`src/rtl/irqc_pkg.sv`:
```
package irqc_pkg;
  localparam int LVL_W    = 3;
  localparam int FLAG_BIT = 3;
  localparam int POL_BIT  = 4;
  typedef logic [LVL_W-1:0] lvl_t;
endpackage

```
`src/rtl/irqc_pin_edge.sv`:
```
module irqc_pin_edge (
  input  logic clk,
  input  logic rst_n,
  input  logic pin,
  output logic rise,
  output logic fall
);
  logic meta_q, sync_q, prev_q;

  always_ff @(posedge clk or negedge rst_n) begin
    if (!rst_n) begin
      meta_q <= 1'b0;
      sync_q <= 1'b0;
      prev_q <= 1'b0;
    end else begin
      meta_q <= pin;
      sync_q <= meta_q;
      prev_q <= sync_q;
    end
  end

  assign rise = sync_q & ~prev_q;
  assign fall = ~sync_q & prev_q;
endmodule

```
`src/rtl/irqc_src_reg.sv`:
```
module irqc_src_reg
  import irqc_pkg::*;
#(
  parameter bit HAS_POL = 1'b0
) (
  input  logic       clk,
  input  logic       rst_n,
  input  logic       wr_en,
  input  logic [4:0] wr_bits,
  input  logic       set_a,
  input  logic       set_b,
  output logic       flag,
  output lvl_t       level,
  output logic [7:0] rd_byte
);
  lvl_t lvl_q, lvl_d;
  logic flag_q, flag_d;
  logic pol_q, pol_d;
  logic hw_set;

  // Pin sources pick the edge with pol; peripherals use set_a directly.
  assign hw_set = HAS_POL ? (pol_q ? set_a : set_b) : set_a;

  always_comb begin
    lvl_d  = lvl_q;
    pol_d  = pol_q;
    flag_d = flag_q;
    if (wr_en) begin
      lvl_d = wr_bits[LVL_W-1:0];
      pol_d = HAS_POL ? wr_bits[POL_BIT] : 1'b0;
      if (!wr_bits[FLAG_BIT]) flag_d = 1'b0;
    end
    if (hw_set) flag_d = 1'b1;
  end

  always_ff @(posedge clk or negedge rst_n) begin
    if (!rst_n) begin
      lvl_q  <= '0;
      flag_q <= 1'b0;
      pol_q  <= 1'b0;
    end else begin
      lvl_q  <= lvl_d;
      flag_q <= flag_d;
      pol_q  <= pol_d;
    end
  end

  assign flag    = flag_q;
  assign level   = lvl_q;
  assign rd_byte = {3'b000, pol_q, flag_q, lvl_q};
endmodule

```
`src/rtl/irqc_prio_pick.sv`:
```
module irqc_prio_pick
  import irqc_pkg::*;
#(
  parameter int N_SRC = 12,
  localparam int IDX_W = $clog2(N_SRC)
) (
  input  logic [N_SRC-1:0]       active,
  input  logic [N_SRC*LVL_W-1:0] levels,
  output logic                   valid,
  output lvl_t                   best_lvl,
  output logic [IDX_W-1:0]       best_idx
);
  always_comb begin
    best_lvl = '0;
    best_idx = '0;
    for (int i = 0; i < N_SRC; i++) begin
      // Strictly greater keeps the lowest index on a tie.
      if (active[i] && (levels[i*LVL_W +: LVL_W] > best_lvl)) begin
        best_lvl = levels[i*LVL_W +: LVL_W];
        best_idx = IDX_W'(i);
      end
    end
    valid = |active;
  end
endmodule

```
`src/rtl/irq_ctrl_bank.sv`:
```
module irq_ctrl_bank
  import irqc_pkg::*;
#(
  parameter int N_PERIPH = 8,
  parameter int N_PIN    = 4,
  parameter int ADDR_W   = 4,
  localparam int N_SRC   = N_PERIPH + N_PIN,
  localparam int IDX_W   = $clog2(N_SRC)
) (
  input  logic                   clk,
  input  logic                   rst_n,
  input  logic [ADDR_W-1:0]      bus_addr,
  input  logic                   bus_we,
  input  logic [7:0]             bus_wdata,
  output logic [7:0]             bus_rdata,
  input  logic [N_PERIPH-1:0]    periph_req,
  input  logic [N_PIN-1:0]       pin_in,
  output logic [N_SRC-1:0]       src_active,
  output logic [N_SRC*LVL_W-1:0] src_level,
  output logic                   top_valid,
  output lvl_t                   top_level,
  output logic [IDX_W-1:0]       top_index
);
  logic [N_SRC-1:0] flag_vec;
  logic [N_SRC-1:0] wr_sel;
  logic [7:0]       rd_bytes [N_SRC];
  logic [N_PIN-1:0] pin_rise, pin_fall;
  logic             unused_wr_hi;

  assign unused_wr_hi = ^bus_wdata[7:5];

  genvar g;
  generate
    for (g = 0; g < N_SRC; g++) begin : g_src
      lvl_t lvl;
      assign wr_sel[g] = bus_we && (bus_addr == ADDR_W'(g));
      if (g < N_PERIPH) begin : g_periph
        irqc_src_reg #(.HAS_POL(1'b0)) u_reg (
          .clk(clk), .rst_n(rst_n), .wr_en(wr_sel[g]), .wr_bits(bus_wdata[4:0]),
          .set_a(periph_req[g]), .set_b(1'b0),
          .flag(flag_vec[g]), .level(lvl), .rd_byte(rd_bytes[g])
        );
      end else begin : g_pin
        irqc_pin_edge u_edge (
          .clk(clk), .rst_n(rst_n), .pin(pin_in[g-N_PERIPH]),
          .rise(pin_rise[g-N_PERIPH]), .fall(pin_fall[g-N_PERIPH])
        );
        irqc_src_reg #(.HAS_POL(1'b1)) u_reg (
          .clk(clk), .rst_n(rst_n), .wr_en(wr_sel[g]), .wr_bits(bus_wdata[4:0]),
          .set_a(pin_rise[g-N_PERIPH]), .set_b(pin_fall[g-N_PERIPH]),
          .flag(flag_vec[g]), .level(lvl), .rd_byte(rd_bytes[g])
        );
      end
      assign src_level[g*LVL_W +: LVL_W] = lvl;
      assign src_active[g] = flag_vec[g] && (lvl != '0);
    end
  endgenerate

  always_comb begin
    bus_rdata = 8'h00;
    for (int i = 0; i < N_SRC; i++) begin
      if (bus_addr == ADDR_W'(i)) bus_rdata = rd_bytes[i];
    end
  end

  irqc_prio_pick #(.N_SRC(N_SRC)) u_pick (
    .active(src_active), .levels(src_level),
    .valid(top_valid), .best_lvl(top_level), .best_idx(top_index)
  );
endmodule

```
`config.mk`:
```
export PLATFORM = sky130hd
export DESIGN_NAME = irq_ctrl_bank
export DESIGN_NICKNAME = d
export VERILOG_FILES = /design/src/rtl/irqc_pkg.sv /design/src/rtl/irqc_pin_edge.sv /design/src/rtl/irqc_src_reg.sv /design/src/rtl/irqc_prio_pick.sv /design/src/rtl/irq_ctrl_bank.sv
export SDC_FILE = /design/constraint.sdc
export NUM_CORES = 1
export LEC_CHECK = 0
export CAP_MARGIN = 20
export CORE_MARGIN = 5
export CORE_UTILIZATION = 55
export DETAILED_ROUTE_END_ITERATION = 16
export DONT_BUFFER_PORTS = 1
export PLACE_DENSITY = 0.79
export SLEW_MARGIN = 20
export SYNTH_ARGS = -nofsm -noshare
export SYNTH_HDL_FRONTEND = slang
export SYNTH_SLANG_ARGS = --single-unit
```
`constraint.sdc`:
```
create_clock -name clk -period 30.1 [get_ports clk]
set_input_delay 6.02 -clock clk [delete_from_list [all_inputs] [get_ports clk]]
set_output_delay 6.02 -clock clk [all_outputs]
set_load 0.05 [all_outputs]
```
# Word level (Yosys, flattened, before mapping)
# Index checks and enable logic that the tools add are counted.
# totals
regBits	64
in_bits	27
out_inout_bits	64
# classes
n_lt_le_gt_ge	12
eq_ne	23
mux	64
bitwise_logic	16
reduce_logical	74
# op_table
operator	n
8-bit 2-to-1 mux	11
3-bit 2-to-1 mux	16
1-bit logical AND	36
3-bit nonzero test	12
3-bit > comparator	11
1-bit 2-to-1 mux	30
2-bit by 1-bit inequality test with 1-bit output (second input constant)	12
2-bit AND reduction	12
2-bit nonzero test	12
4-bit 2-to-1 mux	5
4-bit by 3-bit == test with 1-bit output (second input constant)	4
4-bit == test (second input constant)	4
12-bit OR reduction	1
1-bit AND	8
4-bit by 2-bit == test with 1-bit output (second input constant)	2
1-bit NOT	8
4-bit by 1-bit == test with 1-bit output (second input constant)	1
4-bit logical NOT	1
2-bit 2-to-1 mux	2
3-bit by 1-bit > comparator with 1-bit output (second input constant)	1

# Longest topological paths before layout
# Gate-level depths: netlist of run 1.
# logic_depth
word_depth	37
ltp_mapped	75
ltp_nobuf	73

# Modules after synthesis
# Synthesis of run 1 repeated with hierarchy kept, for this count alone.
# unflattened
hier_cells	650
hier_area_um2	5903.2
# by_module_without_submodules
module	n_inst	cells_per_inst	area_per_inst_um2	seq_area_each_um2
irqc_src_reg (g_src[0].g_periph.u_reg ...)	8	18	211.5	100.1
irqc_prio_pick	1	250	1674.1	0.0
irq_ctrl_bank	1	152	1151.1	0.0
irqc_src_reg (g_src[10].g_pin.u_reg ...)	4	21	256.5	125.1
irqc_pin_edge	4	5	90.1	75.1

# Least setup slack after synthesis of run 1
# OpenSTA, ideal clock, no wires.
# synth_timing
path_type	reg-to-output
start	reg g_src[0].g_periph.u_reg.lvl_q[2]
end	out top_index[2]
arrival_time_ns	15.160
path_slack_ns	8.920
stages_incl_launch_ff	72
path_buffers	1
cell_sequence	dfrtp_1 -> nand2_1 -> ha_1 -> and3_1 -> a211o_1 -> buf_6 -> nand2_1 -> o21ai_0 -> ha_1 -> or3_1 -> a21oi_1 -> o211ai_1 -> o21ai_0 -> a221oi_1 -> ha_1 -> or2_2 -> o41ai_1 -> a31o_2 -> [36 not listed] -> a32oi_2 -> mux2_2 -> ha_1 -> inv_1 -> a21o_1 -> a21oi_1 -> a311oi_1 -> inv_1 -> o211a_1 -> nor3_1 -> ha_1 -> inv_1 -> a21o_1 -> a21oi_1 -> a311oi_1 -> or2_2 -> or2_2 -> a21oi_1
# synth_via
elab_chain_cells	37
# synth_lines
element	line_no	source
start, declared	irqc_src_reg.sv:16	lvl_t lvl_q, lvl_d;
start signal, assigned	irqc_src_reg.sv:42	lvl_q <= lvl_d;
parallel branches: the longest is 3 deep, another holds 3-bit by 1-bit > comparator with 1-bit output	n/a	
3-bit 2-to-1 mux *	irqc_prio_pick.sv:18	if (active[i] && (levels[i*LVL_W +: LVL_W] > best_lvl)) begin
3-bit > comparator	irqc_prio_pick.sv:18	
1-bit logical AND	irqc_prio_pick.sv:18	
3-bit 2-to-1 mux *	irqc_prio_pick.sv:18	
3-bit > comparator	irqc_prio_pick.sv:18	
1-bit logical AND	irqc_prio_pick.sv:18	
3-bit 2-to-1 mux *	irqc_prio_pick.sv:18	
[19 not listed]	n/a	
1-bit logical AND	irqc_prio_pick.sv:18	
3-bit 2-to-1 mux	irqc_prio_pick.sv:18	
3-bit > comparator	irqc_prio_pick.sv:18	
1-bit logical AND	irqc_prio_pick.sv:18	
3-bit 2-to-1 mux	irqc_prio_pick.sv:18	
3-bit > comparator	irqc_prio_pick.sv:18	
1-bit logical AND	irqc_prio_pick.sv:18	
4-bit 2-to-1 mux *	irqc_prio_pick.sv:18	
end, declared	irq_ctrl_bank.sv:22	output logic [IDX_W-1:0] top_index
# Mark *: on every way between the ends.

# Worst setup path in the final report of run 1
# Same ends and word-level chain as after synthesis.

==> run_results.csv, run 1 <==
group,metric,value,unit
synth,ys_dominant_reg_cell,"dfrtp_1",
timing,fmax,41.5,MHz
global_routing,antenna_found_initial,0,
synth,mappedNetlistArea,0.00462,mm^2
critical_path,cp_dominant_cell_by_count,"ha_1",
timing,finalSetupViolations,0,
final_layout,synthToLayoutAreaGrowth,6.03,%
placed_design,hpwlAfterDp,9980,um
timing,final-max-slew-violation-count,0,
synth,post-synth-top-area-fraction,34.6,%
pwr,pwr_density_cell,132,mW/mm^2
critical_path,critical_path_class,"flip-flop to primary output",
pwr,share_of_power_burned_in_the_clock_network,11.7,%
drt,drcViolationCount,0,
global_routing,grt_remaining_overflow,0,
critical_path,worst_ep_arrival_time,18.05,ns
final_layout,final_layout_size_suffix_gt1_share,18.5,%
pwr,power_frac_comb,62.0,%
timing,hold_ws,0.351,ns
synth,synth-edff-count,0,
global_routing,grt_util_all_layers,26.7,%
synth,synth.lib_cells_used.distinct,71,
floorplan,rows,33,
pwr,p_sw_share,56.6,%
pwr,share_seq_of_total_power,26.3,%
clock_network,clk_latency,0.34,ns
synth,synth_simple_gate_area_share,16.6,%
clock_network,cts.root.buffer_cell,"clkbuf_8",
timing,finClkSkew,0.0116,ns
placed_design,place_congestion,0.880,
synth,synth.cells.most_frequent,"dfrtp_1, nand2_1, o21ai_0, mux2_2, inv_1",
drt,detail_route.wirelength,13500,um
placed_design,place_area,0.00469,mm^2
synth,synth_warn,0,
critical_path,crit_path_max_incr_delay,0.84,ns
synth,adder_cell_share_of_the_synthesized_area,4.84,%
clock_network,cts-buffers-inserted,9,
floorplan,start_util,56.3,%
placed_design,place_inst,591,
drt,route.antenna.remaining_nets,0,
drt,avgViaCountPerCell,6.77,
final_layout,final_net_count,541,
timing,fin_setup_tns,0,ns
timing,finalHoldViolCount,0,
synth,synth.ff_latch_count,64,
clock_network,htree_levels,3,
final_layout,layout.cell_area.non_filler,0.00490,mm^2
timing,fin_crit_sh,80.0,%
critical_path,worstPathRequired,24.08,ns
synth,seq_area_frac_synth,34.6,%
global_routing,first_global_vias,4124,
synth,synth.most_common_cell,"dfrtp_1",
drt,drt-initial-drc-count,388,
flow_run,maxCapViolations,0,
pwr,p_leak,2.01,nW
synth,synth_xor_xnor_area_share,0,%
timing,slew_headroom,26.1,%
synth,post_synth.cell_area_avg,9.23,um^2
synth,synthTopCellsByArea,"dfrtp_1, mux2_2, ha_1",
final_layout,finish.cell_count_without_fillers,608,
floorplan,die-area,0.0103,mm^2
floorplan,chipWidth,102,um
final_layout,final.fill_count,689,
clock_network,cts_max_path_buffers,2,
pwr,vdd_ir_drop_max,0.0767,mV
floorplan,core-area,0.00822,mm^2
floorplan,die-height,102,um
critical_path,setup.worst_path.end_class,"primary output",
timing,unrepaired_setup_endpoints_after_global_routing,"false",
clock_network,worst_setup_hold_path_clk_slew,0.08,ns
final_layout,multi_input_area,0.00281,mm^2
hold_path,hold_path.class,"flip-flop to flip-flop",
pwr,power.switching,367,uW
status,status,"completed",
pwr,p_int,281,uW
clock_network,ctsHoldBuffers,0,
critical_path,critical_path.max_fanout,11,
synth,dominant_combinational_cell_family_by_area_after_synthesis,"compound AO/OA/AOI/OAI gates",
drt,avgRoutedWirePerCell,22.2,um
clock_network,cts_tree,"built",
final_layout,fin_util,59.7,%
synth,yosys-mux-area-fraction,14.4,%
placed_design,port_buffers,0,
synth,syn_inst,501,
global_routing,grt_max_degree,65,
synth,synth-compound-area-share,24.6,%
drt,total_number_of_vias,4119,
critical_path,crit_slowest_cell,"a21oi_1",
timing,minimum_clock_period_after_layout,24.07,ns
timing,worst-slew-pin-transition,1.08,ns
floorplan,io_pins,91,
clock_network,tritoncts_num_sinks,64,
timing,layout_setup_ws,6.03,ns
clock_network,postCtsSetupBuffers,0,
clock_network,cts.repair.resized,0,
synth,synth_top_cell_by_area,"dfrtp_1",
critical_path,critical_path.startpoint_type,"flip-flop",
final_layout,seq_area,0.00160,mm^2
pwr,post-layout-total-power,647,uW
synth,synth_async_sr_flop_share,100,%
drt,drt_pass1_iterations,5,
global_routing,first_pass_grt_wire_length,21400,um
placed_design,placement.setup.worst_slack,6.71,ns
-- routing by layer --
layer | track usage [%] | share of wire, % | wire, um
met3 | 6.68 | 10 | 1360
met1 | 32.7 | 38 | 5110
met2 | 43.7 | 49 | 6540
met5 | 0 | 0 | 0
met4 | 13.3 | 3.4 | 452
-- registers in the layout, indices dropped and copies added (netlist names) --
signal,cells
g_src.g_periph.u_reg.flag,8
g_src.g_periph.u_reg.level,24
g_src.g_pin.u_reg.level,12
g_src.g_pin.u_reg.pol_q,4
g_src.g_pin.u_edge.sync_q,4
g_src.g_pin.u_edge.prev_q,4
g_src.g_pin.u_edge.meta_q,4
g_src.g_pin.u_reg.flag,4
-- power groups by stage --
stage	registers, mW	clock network (mW)	logic, mW
2_1_floorplan	0.158	0	0.340
3_3_place_gp	0.170	0	0.385
3_5_place_dp	0.171	0	0.397
4_1_cts	0.169	0.0759	0.399
5_1_grt	0.172	0.0806	0.438
6_report	0.170	0.0757	0.402
-- layout make-up --
cell class / count / share of cell area [%]
inverters: 33 / 2.53
diodes: 1 / 0.0510
multi-input cells: 385 / 57.3
clock inverters: 5 / 1.12
well taps: 105 / 2.68
clock buffers: 11 / 3.09
flip-flops and latches: 64 / 32.7
repair buffers: 4 / 0.612
-- worst max-delay path: cells and delay by family (launching register included) --
| family | cells | cell delay [ns] |
|---|---|---|
| compound gates | 34 | 8.94 |
| fa+ha+maj | 12 | 3.39 |
| buf+inv | 5 | 0.45 |
| flops | 1 | 0.81 |
| mux | 4 | 1.30 |
| simple gates | 14 | 2.74 |
-- kinds of logic (layout without fill, tap and decap cells) --
group,Yosys count,count (layout)
other cells,1,4
mux,55,55
buf+inv,54,53
simple gates,153,153
fa+ha+maj,18,18
compound gates,156,156
flops,64,64
-- cell usage in the layout, fill, tap and decap left out, types with 4 or more instances in the layout --
master and instances:
o21ai_0 39, mux4_2 4, mux2i_1 8, clkbuf_8 11, nand3b_1 7, and2_1 4
or2_2 6, a222oi_1 4, or3_1 4, a21boi_0 4, o31a_1 8, nand3_1 19
o31ai_1 11, nor2b_1 4, o21a_1 6, buf_4 4, a21oi_1 26, dfrtp_1 64
nor3_1 9, mux2_2 39, a21o_1 4, inv_1 33, or3b_2 4, nor2_1 32
ha_1 17, o221ai_1 6, nand2b_1 11, nand2_1 44, a31oi_1 5
-- final timing paths --
path	start	end	slack, ns	depth (start not counted)
setup reg to reg	g_src[1].g_periph.u_reg.level[2]$_DFFE_PN0P_	g_src[1].g_periph.u_reg.level[2]$_DFFE_PN0P_	28.87	1
hold reg to reg	g_src[8].g_pin.u_edge.meta_q$_DFF_PN0_	g_src[8].g_pin.u_edge.sync_q$_DFF_PN0_	0.35	0
hold / removal	g_src[8].g_pin.u_edge.meta_q$_DFF_PN0_	g_src[8].g_pin.u_edge.sync_q$_DFF_PN0_	0.35	0
setup / recovery	g_src[0].g_periph.u_reg.level[2]$_DFFE_PN0P_	top_index[2]	6.03	69
min in group asynchronous	rst_n	g_src[2].g_periph.u_reg.level[0]$_DFFE_PN0P_	5.36	0
max in group asynchronous	rst_n	g_src[11].g_pin.u_reg.level[0]$_DFFE_PN0P_	24.62	0
No activity file was read; power rests on OpenSTA's default activity.
==> run 2: changes to the inputs <==
Settings changed: PLACE_DENSITY 0.79 to 0.82.
Clock period 30.1 ns to 21.8 ns, I/O delays scaled along.
==> run_results.csv, run 2 (synthesized netlist as in run 1, its figures left out) <==
group,metric,value,unit
flow_run,maxCapViolations,0,
drt,total_number_of_vias,4193,
placed_design,hpwlAfterDp,9800,um
global_routing,grt_remaining_overflow,0,
pwr,pwr_density_cell,186,mW/mm^2
final_layout,synthToLayoutAreaGrowth,7.79,%
placed_design,place_area,0.00473,mm^2
timing,fin_crit_sh,94.4,%
placed_design,placement.setup.worst_slack,0.804,ns
clock_network,tritoncts_num_sinks,64,
final_layout,layout.cell_area.non_filler,0.00498,mm^2
clock_network,htree_levels,3,
global_routing,first_global_vias,4063,
critical_path,critical_path.max_fanout,11,
global_routing,grt_util_all_layers,26.8,%
floorplan,start_util,56.3,%
drt,avgViaCountPerCell,6.84,
drt,avgRoutedWirePerCell,21.7,um
placed_design,place_congestion,0.952,
drt,detail_route.wirelength,13300,um
critical_path,worstPathRequired,17.44,ns
timing,minimum_clock_period_after_layout,20.57,ns
global_routing,first_pass_grt_wire_length,21700,um
timing,final-max-slew-violation-count,0,
final_layout,final_layout_size_suffix_gt1_share,20.7,%
clock_network,clk_latency,0.34,ns
clock_network,ctsHoldBuffers,0,
final_layout,final.fill_count,659,
clock_network,cts.root.buffer_cell,"clkbuf_8",
placed_design,place_inst,596,
status,status,"completed",
clock_network,cts-buffers-inserted,9,
hold_path,worst_hold_startpoint,"g_src[11].g_pin.u_edge.meta_q$_DFF_PN0_",
drt,drt_pass1_iterations,5,
hold_path,hold_path.class,"flip-flop to flip-flop",
critical_path,crit_slowest_cell,"dfrtp_2",
clock_network,worst_setup_hold_path_clk_slew,0.07,ns
floorplan,core-area,0.00822,mm^2
final_layout,finish.cell_count_without_fillers,613,
placed_design,port_buffers,0,
timing,finalHoldViolCount,0,
floorplan,chipWidth,102,um
critical_path,cp_top_family,"compound AO/OA/AOI/OAI gates",
timing,finalSetupViolations,0,
critical_path,crit_path_max_incr_delay,0.61,ns
drt,route.antenna.remaining_nets,0,
timing,worst-slew-pin-transition,1.03,ns
timing,fin_setup_tns,0,ns
critical_path,critical_path.startpoint_type,"flip-flop",
floorplan,io_pins,91,
floorplan,die-height,102,um
timing,layout_setup_ws,1.23,ns
global_routing,antenna_found_initial,0,
clock_network,cts_max_path_buffers,2,
critical_path,worst_ep_arrival_time,16.21,ns
critical_path,cp_dominant_cell_by_count,"ha_1",
final_layout,number_of_flip_flops_in_the_largest_register,24,
floorplan,rows,33,
pwr,vdd_ir_drop_max,0.100,mV
global_routing,grt_max_degree,65,
timing,slew_headroom,30.7,%
timing,unrepaired_setup_endpoints_after_global_routing,"false",
drt,drcViolationCount,0,
timing,finClkSkew,0.00451,ns
critical_path,critical_path_class,"flip-flop to primary output",
critical_path,crit_start,"g_src[0].g_periph.u_reg.level[1]$_DFFE_PN0P_",
critical_path,crit-reg2reg-launch,"g_src[9].g_pin.u_reg.level[2]$_DFFE_PN0P_",
floorplan,die-area,0.0103,mm^2
final_layout,most-common-layout-cells,"dfrtp_1, nand2_1, mux2_2",
critical_path,worst-path-buf-inv,7,
final_layout,layout.cells.most_common,"dfrtp_1",
timing,fmax,48.6,MHz
final_layout,final_net_count,546,
clock_network,cts_tree,"built",
critical_path,setup.worst_path.end_class,"primary output",
pwr,p_leak,2.05,nW
drt,drt-initial-drc-count,555,
-- run 2: through the flow --
| step | hold slack [ns] | total power [mW] | utilization, % |
|---|---|---|---|
| after floorplan | 0.331 | 0.687 | - |
| after global placement | 0.334 | 0.781 | 57.6 |
| after detailed placement | 0.340 | 0.795 | 57.6 |
| after CTS | 0.355 | 0.906 | 60.2 |
| after global routing | 0.370 | 0.991 | 60.6 |
| final | 0.353 | 0.927 | 60.7 |
-- run 2: worst paths after layout --
path | to | slack [ns] | depth (start not counted)
worst max-delay path | top_index[2] | 1.23 | 72
worst min-delay path | g_src[11].g_pin.u_edge.sync_q$_DFF_PN0_ | 0.35 | 0
max in group asynchronous | g_src[11].g_pin.u_reg.level[1]$_DFFE_PN0P_ | 17.97 | 0
worst max register to register | g_src[9].g_pin.u_reg.level[2]$_DFFE_PN0P_ | 20.54 | 2
worst min register to register | g_src[11].g_pin.u_edge.sync_q$_DFF_PN0_ | 0.35 | 0
min in group asynchronous | g_src[0].g_periph.u_reg.level[0]$_DFFE_PN0P_ | 3.70 | 0
-- run 2: where the power goes --
part,total [mW],switching (mW),internal [mW]
registers,0.230,0.0934,0.137
logic,0.587,0.376,0.211
clock network,0.110,0.0444,0.0652
-- run 2: layout make-up --
| cell class | instances | area (um^2) | area share (%) |
|---|---|---|---|
| Multi-Input combinational cell | 385 | 2840 | 56.9 |
| Tap cell | 105 | 131 | 2.64 |
| Sequential cell | 64 | 1610 | 32.2 |
| Clock inverter | 2 | 35.0 | 0.703 |
| Clock buffer | 14 | 183 | 3.66 |
| Antenna cell | 1 | 2.50 | 0.0502 |
| Inverter | 33 | 124 | 2.48 |
| Timing Repair Buffer | 9 | 67.6 | 1.36 |
-- run 2: what timing repair did --
action                     4_1_cts  5_1_grt
setup endpoints to repair        0        7
hold endpoints to repair         0        0
gates resized for setup          0       10
buffers inserted                 0        0
-- run 2: routing by layer --
layer / vias up / global-route usage, % / share of wire (%)
met5: - / 0 / 0
met4: 0 / 9.20 / 2.7
met3: 39 / 7.92 / 10
met2: 259 / 42.8 / 48
met1: 2032 / 35.0 / 39
li1: 1863 / - / -
==> run 3: changes to the inputs <==
Settings changed: CORE_UTILIZATION 55 to 40, PLACE_DENSITY 0.82 to 0.65.
==> run_results.csv, run 3 (synthesized netlist as in run 1, its figures left out) <==
group,metric,value,unit
critical_path,critical_path.startpoint_type,"flip-flop",
final_layout,final_layout_size_suffix_gt1_share,20.9,%
drt,avgRoutedWirePerCell,21.4,um
global_routing,grt_remaining_overflow,0,
global_routing,first_global_vias,3814,
floorplan,core-area,0.0114,mm^2
floorplan,io_pins,91,
timing,finClkSkew,0.00250,ns
timing,finalSetupViolations,0,
drt,total_number_of_vias,4039,
timing,hold_ws,0.347,ns
clock_network,cts.root.buffer_cell,"clkbuf_16",
final_layout,number_of_flip_flops_in_the_largest_register,24,
floorplan,die-area,0.0138,mm^2
clock_network,cts_tree,"built",
pwr,p_leak,2.08,nW
final_layout,synthToLayoutAreaGrowth,10.9,%
global_routing,first_pass_grt_wire_length,21500,um
placed_design,port_buffers,0,
critical_path,cp_top_family,"compound AO/OA/AOI/OAI gates",
critical_path,crit_slowest_cell,"dfrtp_2",
critical_path,reg2regPathDepth,2,
status,status,"completed",
critical_path,worst-path-buf-inv,6,
critical_path,worstSetupPathDepth,70,
global_routing,grt_max_degree,65,
pwr,pwr_density_cell,189,mW/mm^2
clock_network,ctsHoldBuffers,0,
pwr,vdd_ir_drop_max,0.0957,mV
floorplan,die-height,118,um
timing,slew_headroom,27.7,%
critical_path,cp_dominant_cell_by_count,"ha_1",
timing,fin_crit_sh,94.7,%
timing,minimum_clock_period_after_layout,20.65,ns
drt,drt-initial-drc-count,335,
critical_path,worst_ep_arrival_time,16.29,ns
timing,worst-slew-pin-transition,1.08,ns
drt,drcViolationCount,0,
timing,finalHoldViolCount,0,
final_layout,layout.cells.most_common,"dfrtp_1",
placed_design,place_congestion,0.878,
clock_network,cts_max_path_buffers,2,
critical_path,worstPathRequired,17.44,ns
final_layout,final_net_count,545,
clock_network,tritoncts_num_sinks,64,
hold_path,min_delay_path_depth,0,
drt,drt_pass1_iterations,5,
global_routing,antenna_found_initial,0,
global_routing,grt_util_all_layers,19.5,%
critical_path,critical_path.max_fanout,11,
drt,detail_route.wirelength,13900,um
clock_network,clk_latency,0.34,ns
critical_path,setup.worst_path.end_class,"primary output",
timing,fmax,48.4,MHz
clock_network,htree_levels,3,
critical_path,crit_path_max_incr_delay,0.62,ns
flow_run,maxCapViolations,0,
final_layout,n_antenna_cell,0,
critical_path,critical_path_class,"flip-flop to primary output",
drt,route.antenna.remaining_nets,0,
final_layout,fin_util,45.1,%
placed_design,hpwlAfterDp,10700,um
drt,avgViaCountPerCell,6.22,
floorplan,chipWidth,118,um
timing,final-max-slew-violation-count,0,
final_layout,most-common-layout-cells,"dfrtp_1, nand2_1, mux2_2",
clock_network,cts-buffers-inserted,9,
clock_network,worst_setup_hold_path_clk_slew,0.06,ns
hold_path,hold_path.class,"flip-flop to flip-flop",
floorplan,rows,39,
floorplan,start_util,40.7,%
-- run 3: report_power, final --
group / total (mW) / leakage (nW) / internal (mW) / switching (mW)
combinational: 0.578 / 1.20 / 0.208 / 0.370
sequential: 0.234 / 0.729 / 0.137 / 0.0967
clock: 0.157 / 0.151 / 0.103 / 0.0535
total: 0.969 / 2.08 / 0.448 / 0.520
-- run 3: worst paths after layout --
check                                                                     to                                          from  slack (ns)
min in group asynchronous       g_src[0].g_periph.u_reg.level[1]$_DFFE_PN0P_                                         rst_n        3.72
max in group asynchronous       g_src[6].g_periph.u_reg.level[1]$_DFFE_PN0P_                                         rst_n       17.96
worst max register to register     g_src[9].g_pin.u_reg.level[0]$_DFFE_PN0P_     g_src[9].g_pin.u_reg.level[0]$_DFFE_PN0P_       20.51
worst min-delay path                 g_src[10].g_pin.u_edge.sync_q$_DFF_PN0_       g_src[10].g_pin.u_edge.meta_q$_DFF_PN0_        0.35
worst min register to register       g_src[10].g_pin.u_edge.sync_q$_DFF_PN0_       g_src[10].g_pin.u_edge.meta_q$_DFF_PN0_        0.35
worst max-delay path                                            top_index[2]  g_src[0].g_periph.u_reg.level[1]$_DFFE_PN0P_        1.15
-- run 3: area by class of cell --
class / count / area (um^2)
clock buffer: 10 / 239
clock inverter: 6 / 91.3
fill: 1096 / 6240
inverter: 33 / 124
multi-input combinational: 385 / 2830
sequential: 64 / 1610
tap: 143 / 179
timing repair buffer: 8 / 60.1
-- run 3: metrics by stage --
stage	setup WS [ns]	instance area [um^2]	total power [mW]	cells	setup TNS, ns
2_1_floorplan	2.28	4630	0.687	503	0
5_1_grt	-0.0211	5130	1.03	649	-0.0211
3_3_place_gp	1.04	4760	0.786	632	0
3_5_place_dp	0.563	4760	0.801	632	0
6_report	1.15	5130	0.969	649	0
4_1_cts	0.145	5090	0.959	648	0
-- run 3: timing repair --
| item | CTS | global route |
|---|---|---|
| setup buffers | 0 | 1 |
| resized for setup | 0 | 11 |
| endpoints found under the setup margin | 0 | 7 |
-- run 3: layer usage --
| metal | up-vias | part of all wire, % | wire, um | global-route usage (%) |
|---|---|---|---|---|
| met5 | - | 0 | 0 | 0 |
| li1 | 1876 | - | - | - |
| met1 | 1982 | 42 | 5780 | 24.9 |
| met4 | 0 | 1.4 | 188 | 5.09 |
| met2 | 162 | 48 | 6690 | 32.1 |
| met3 | 19 | 8.8 | 1230 | 6.25 |
